File: src/rtl/pft_pkg.sv
package pft_pkg;

  localparam int DEF_LANES = 8;
  localparam int DEF_PW    = 10;
  localparam int DEF_FRAC  = 10;
  localparam int DEF_GW    = 4;

  // strobes from control to datapath
  typedef struct packed {
    logic advance;   // accept a block, advance the ramp base
    logic update;    // output block valid, update frequency
    logic lane0En;   // a previous block exists for lane-0 difference
  } pftStrobe_t;

endpackage

File: src/rtl/pft_ctrl.sv
module pft_ctrl
  import pft_pkg::*;
(
  input  logic       clk,
  input  logic       rstN,
  input  logic       inValid,
  output logic       outValid,
  output pftStrobe_t strb
);

  logic validR;
  logic havePrev;

  always_ff @(posedge clk) begin
    if (!rstN) begin
      validR   <= 1'b0;
      havePrev <= 1'b0;
    end else begin
      validR   <= inValid;
      if (validR) havePrev <= 1'b1;
    end
  end

  always_comb begin
    strb.advance = inValid;
    strb.update  = validR;
    strb.lane0En = havePrev;
  end

  assign outValid = validR;

endmodule

File: src/rtl/pft_datapath.sv
module pft_datapath
  import pft_pkg::*;
#(
  parameter int LANES = DEF_LANES,
  parameter int PW    = DEF_PW,
  parameter int FRAC  = DEF_FRAC,
  parameter int GW    = DEF_GW
)(
  input  logic                         clk,
  input  logic                         rstN,
  input  pftStrobe_t                   strb,
  input  logic [LANES*PW-1:0]          inPh,
  input  logic [GW-1:0]                gainShift,
  output logic [LANES*PW-1:0]          outPh,
  output logic signed [PW-2+FRAC-1:0]  freqEst
);

  localparam int FW = PW - 2 + FRAC;         // frequency width, +/- 1/8 turn
  localparam int AW = PW + FRAC;             // ramp accumulator width
  localparam int LW = $clog2(LANES);
  localparam int SW = PW + LW;               // lane error sum width
  localparam int DW = SW + FRAC;             // scaled sum width
  localparam logic signed [DW:0] FMAX = (DW+1)'((longint'(1) << (FW-1)) - 1);
  localparam logic signed [DW:0] FMIN = -(DW+1)'(longint'(1) << (FW-1));

  // constant scaling by shift-and-add only
  function automatic logic [AW-1:0] scaleConst(input logic [AW-1:0] v, input int k);
    logic [AW-1:0] acc;
    acc = '0;
    for (int b = 0; b < 16; b++) begin
      if (k[b]) acc = acc + (v << b);
    end
    return acc;
  endfunction

  // rotate one phase by the top bits of a ramp value
  function automatic logic [PW-1:0] rotatePh(input logic [PW-1:0] ph,
                                             input logic [AW-1:0] ramp);
    logic [AW-1:0] sh;
    sh = ramp >> FRAC;
    return ph - sh[PW-1:0];
  endfunction

  // pre-decision differential error: 4*(cur-prev) mod turn, signed
  function automatic logic signed [PW-1:0] diffErr(input logic [PW-1:0] cur,
                                                   input logic [PW-1:0] prv,
                                                   input logic          en);
    logic [PW-1:0] d;
    logic [PW-1:0] q;
    d = cur - prv;
    q = {d[PW-3:0], 2'b00};
    return en ? $signed(q) : '0;
  endfunction

  logic [AW-1:0]           baseAcc;
  logic signed [FW-1:0]    freqAcc;
  logic [AW-1:0]           freqExt;
  logic [PW-1:0]           rotReg  [LANES];
  logic [PW-1:0]           rotNext [LANES];
  logic signed [PW-1:0]    laneErr [LANES];
  logic [PW-1:0]           prevLast;
  logic signed [SW-1:0]    errSum;
  logic signed [DW-1:0]    deltaV;
  logic signed [DW:0]      sumWide;
  logic signed [FW-1:0]    freqNext;

  assign freqExt = {{(AW-FW){freqAcc[FW-1]}}, freqAcc};

  // per-lane rotation and error
  for (genvar k = 0; k < LANES; k++) begin : g_lane
    assign rotNext[k] = rotatePh(inPh[k*PW +: PW], baseAcc + scaleConst(freqExt, k));
    if (k == 0) begin : g_first
      assign laneErr[k] = diffErr(rotReg[0], prevLast, strb.lane0En);
    end else begin : g_rest
      assign laneErr[k] = diffErr(rotReg[k], rotReg[k-1], 1'b1);
    end
    assign outPh[k*PW +: PW] = rotReg[k];
  end

  always_comb begin
    errSum = '0;
    for (int k = 0; k < LANES; k++) begin
      errSum = errSum + SW'(laneErr[k]);
    end
  end

  assign deltaV  = $signed({errSum, {FRAC{1'b0}}}) >>> gainShift;
  assign sumWide = (DW+1)'(freqAcc) + (DW+1)'(deltaV);

  always_comb begin
    if (sumWide > FMAX)      freqNext = FMAX[FW-1:0];
    else if (sumWide < FMIN) freqNext = FMIN[FW-1:0];
    else                     freqNext = sumWide[FW-1:0];
  end

  always_ff @(posedge clk) begin
    if (!rstN) begin
      baseAcc  <= '0;
      freqAcc  <= '0;
      prevLast <= '0;
      for (int k = 0; k < LANES; k++) rotReg[k] <= '0;
    end else begin
      if (strb.advance) begin
        baseAcc <= baseAcc + scaleConst(freqExt, LANES);
        for (int k = 0; k < LANES; k++) rotReg[k] <= rotNext[k];
      end
      if (strb.update) begin
        freqAcc  <= freqNext;
        prevLast <= rotReg[LANES-1];
      end
    end
  end

  assign freqEst = freqAcc;

endmodule

File: src/rtl/phase_freq_tracker.sv
module phase_freq_tracker
  import pft_pkg::*;
#(
  parameter int LANES = DEF_LANES,
  parameter int PW    = DEF_PW,
  parameter int FRAC  = DEF_FRAC,
  parameter int GW    = DEF_GW
)(
  input  logic                         clk,
  input  logic                         rstN,
  input  logic                         inValid,
  input  logic [LANES*PW-1:0]          inPh,
  input  logic [GW-1:0]                gainShift,
  output logic                         outValid,
  output logic [LANES*PW-1:0]          outPh,
  output logic signed [PW-2+FRAC-1:0]  freqEst
);

  pftStrobe_t strb;

  pft_ctrl u_ctrl (
    .clk      (clk),
    .rstN     (rstN),
    .inValid  (inValid),
    .outValid (outValid),
    .strb     (strb)
  );

  pft_datapath #(
    .LANES (LANES),
    .PW    (PW),
    .FRAC  (FRAC),
    .GW    (GW)
  ) u_dp (
    .clk       (clk),
    .rstN      (rstN),
    .strb      (strb),
    .inPh      (inPh),
    .gainShift (gainShift),
    .outPh     (outPh),
    .freqEst   (freqEst)
  );

endmodule

File: config.mk
export PLATFORM = sky130hd
export DESIGN_NAME = phase_freq_tracker
export DESIGN_NICKNAME = d
export VERILOG_FILES = /design/src/rtl/pft_pkg.sv /design/src/rtl/pft_ctrl.sv /design/src/rtl/pft_datapath.sv /design/src/rtl/phase_freq_tracker.sv
export SDC_FILE = /design/constraint.sdc
export NUM_CORES = 1
export LEC_CHECK = 0
export ABC_CLOCK_PERIOD_IN_PS = 12350
export BUFFER_PORTS_ARGS = -buffer_cell sky130_fd_sc_hd__buf_2
export CORE_MARGIN = 2
export CORE_UTILIZATION = 45
export CTS_BUF_LIST = sky130_fd_sc_hd__clkbuf_8
export DETAILED_ROUTE_END_ITERATION = 12
export HOLD_SLACK_MARGIN = 0.12
export PLACE_DENSITY = 0.62
export SYNTH_ARGS = -nofsm -noshare
export SYNTH_HDL_FRONTEND = slang
export SYNTH_HIERARCHICAL = 1
export SYNTH_SLANG_ARGS = --single-unit
export TNS_END_PERCENT = 5
File: constraint.sdc
create_clock -name clk -period 12.35 [get_ports clk]
set_clock_uncertainty 0.2 [all_clocks]
set_input_delay 1.8525 -clock clk [delete_from_list [all_inputs] [get_ports clk]]
set_output_delay 1.8525 -clock clk [all_outputs]
set_load 0.05 [all_outputs]
==> results_dict.tcl <==
set metrics [dict create \
    worstPathRequired_ns 12.48 \
    start_util 0.453 \
    firstDrtPassIters 5 \
    tightestPinTransition_ns 0.990 \
    critPathLaunchType "register" \
    hpwl_mm 47.9 \
    pin_count 186 \
    syn2layout_area_growth_pct 10.2 \
    grt_pass1_wl_mm 88.6 \
    final_layout_size_suffix_gt1_frac 0.114 \
    seq_area_frac_synth 0.175 \
    synthCells 2167 \
    tritoncts "built" \
    synth-edff-count 80 \
    gp_congestion 0.911 \
    grt_pass1_vias 16400 \
    fin_crit_ns 10.01 \
    r2r_start "u_dp/rotReg[0][31]$_SDFFCE_PN0P_" \
    ff2ff_setup_slack_ns 2.34 \
    placementRows 75 \
    fillers 4065 \
    core-area_um2 41700 \
    synth_cell_types 79 \
    r2r_end "u_dp/freqEst[14]$_SDFFE_PN0P_" \
    cts_max_path_buffers 2 \
    syn_nets 2669 \
    rsz0062_at_grt "no" \
    whs_endpoint "u_dp/prevLast[5]$_SDFFE_PN0P_" \
    status "finished, final reports clean" \
    arrival_ns 10.14 \
    ys_ff_latch 125 \
    crit_fanout 17 \
    critPathCaptureType "register" \
    cts_root_buf "clkbuf_8" \
    final-hold-violation-count 0 \
    ys.flop_type "edfxtp_1" \
    synthesis.area_per_instance_um2 8.72 \
    critical_path_class "reg2reg" \
    clk_latency_ns 0.49 \
    whs_ns 0.329 \
    critPathSlowestCell "o41ai_4" \
    die_h_um 209 \
    drt-total-wl_mm 57.5 \
    htreeDepth 4 \
    worstHoldStart "u_dp/prevLast[5]$_SDFFE_PN0P_" \
    syn_area_um2 18900 \
    clk_pin_slew_ns 0.09 \
    cts_buffers 17 \
    pre_cts_ws_ns 2.35 \
    nets 2858 \
    vias_per_cell 5.61 \
    post_cts_buffers 0 \
    wl_met3_mm 3.44 \
    drt-wirelength-per-cell_um 19.8 \
    antenna_found_initial 4 \
    max_freq_mhz 99.9 \
    wl_met2_mm 26.5 \
    m1WireLength_mm 25.6 \
    cap_violations 0 \
    drc 0 \
    hp-class "reg2reg" \
    cts_hold_buf 0 \
    fin_tns_setup_ns 0 \
    setup_viol 0 \
    io_buffers 185 \
    vias 16300 \
    grt_max_degree 49 \
    die_w_um 209 \
    ys.warnings.count 6 \
    grt_usage 0.266 \
    setup_slack_ns 2.34 \
    synthArstFlopShare 0 \
    slew_violations 0 \
    drtIter0Drc 1226 \
    die_area_um2 43600 \
    ant_nets 0 \
    critical-path-max-stage-delay_ns 0.94 \
    grt_remaining_overflow 0 \
    min_path_cells 2 \
    r2r_cells 34 \
    fin_crit_sh 0.811 \
    crit_path_frequent_cell "inv_1" \
    maxUsedRoutingLayer "met5" \
    cts.repair.resized 0 \
    slew_headroom 0.337 \
    clkSinkCount 125 \
]
==> state kept, by name (all words and copies together) (netlist names) <==
register         count
u_dp/rotReg         80
u_dp/baseAcc        17
u_ctrl/outValid      1
u_dp/freqEst        18
u_dp/prevLast        8
u_ctrl/havePrev      1
==> critical path, delay by kind of cell, from the launching register on <==
kind	cells	cell delay, ns
AOI/OAI and AO/OA	11	2.63
xor gates and xnor gates	3	0.91
adders and majority gates	7	3.20
buffers and inverters	5	0.54
DFF	1	0.47
muxes	1	0.57
and+or+nand+nor	7	1.30
==> cells in the mapped netlist (all sizes together) (47+ instances only) <==
library cell / number / area (µm²)
o21ai: 125 / 626
nor2: 134 / 503
nor2b: 51 / 319
xnor2: 142 / 1250
fa: 116 / 2320
nor3: 57 / 285
inv: 293 / 1100
a21o: 47 / 353
nand2: 108 / 405
xor2: 73 / 639
a21oi: 142 / 714
ha: 299 / 3740
edfxtp: 80 / 2400
==> how the worst max path moves through the flow <==
stage | from | to | slack, ns | cells after the start
after global placement | u_dp/rotReg[0][31]$_SDFFCE_PN0P_ | u_dp/freqEst[8]$_SDFFE_PN0P_ | 2.48 | 34
after CTS | u_dp/rotReg[0][31]$_SDFFCE_PN0P_ | u_dp/freqEst[15]$_SDFFE_PN0P_ | 2.27 | 34
after global routing | u_dp/rotReg[0][31]$_SDFFCE_PN0P_ | u_dp/freqEst[15]$_SDFFE_PN0P_ | 1.69 | 34
after detailed placement | u_dp/rotReg[0][31]$_SDFFCE_PN0P_ | u_dp/freqEst[15]$_SDFFE_PN0P_ | 2.35 | 34
final | u_dp/rotReg[0][31]$_SDFFCE_PN0P_ | u_dp/freqEst[14]$_SDFFE_PN0P_ | 2.34 | 34
after floorplan | u_dp/rotReg[0][31]$_SDFFCE_PN0P_ | u_dp/freqEst[5]$_SDFFE_PN0P_ | 3.40 | 36
==> metal layers <==
layer,vias to the layer above,global-route usage
met5,-,0
met4,2,0.0963
met3,79,0.0410
met2,440,0.435
met1,7872,0.355
li1,7912,-
==> cell families after synthesis <==
kind of cell               after synthesis  share of synthesized area
AOI/OAI and AO/OA                      494                      0.168
xor gates and xnor gates               215                      0.100
adders and majority gates              415                      0.321
buffers and inverters                  328                     0.0672
DFF                                    125                      0.175
muxes                                   40                     0.0227
and+or+nand+nor                        550                      0.147
==> per-stage QoR <==
stage,utilization,cells,area (µm²)
6_report,0.500,2909,20800
5_1_grt,0.500,2909,20800
4_1_cts,0.500,2908,20800
3_5_place_dp,0.491,2876,20500
3_3_place_gp,0.491,2876,20500
2_1_floorplan,-,2167,18900
==> layout by cell type, fill, tap and decap left out, types with 35 or more instances in the layout <==
cell type / instances
o21ai_0: 125
nor2b_1: 51
fa_1: 116
and2_1: 38
nor3_1: 57
xor2_1: 73
nand3_1: 42
buf_2: 185
nand2b_1: 36
a21oi_1: 141
mux2i_1: 35
ha_1: 299
xnor2_1: 141
nor2_1: 134
a21o_1: 47
dfxtp_1: 45
nand2_1: 107
edfxtp_1: 80
inv_1: 293
==> cell type report <==
type / instances / area (µm²) / share of cell area
clock buffer: 17 / 234 / 0.0112
multi-input combinational: 1714 / 14300 / 0.688
tap: 539 / 674 / 0.0324
sequential: 125 / 3300 / 0.159
clock inverter: 15 / 114 / 0.00547
inverter: 295 / 1110 / 0.0532
antenna: 1 / 2.50 / 0.000120
timing repair buffer: 203 / 1060 / 0.0510
Power is left out: the tool's default activity adds up to more than one toggle a clock period on the data nets, which glitch-free logic cannot reach.
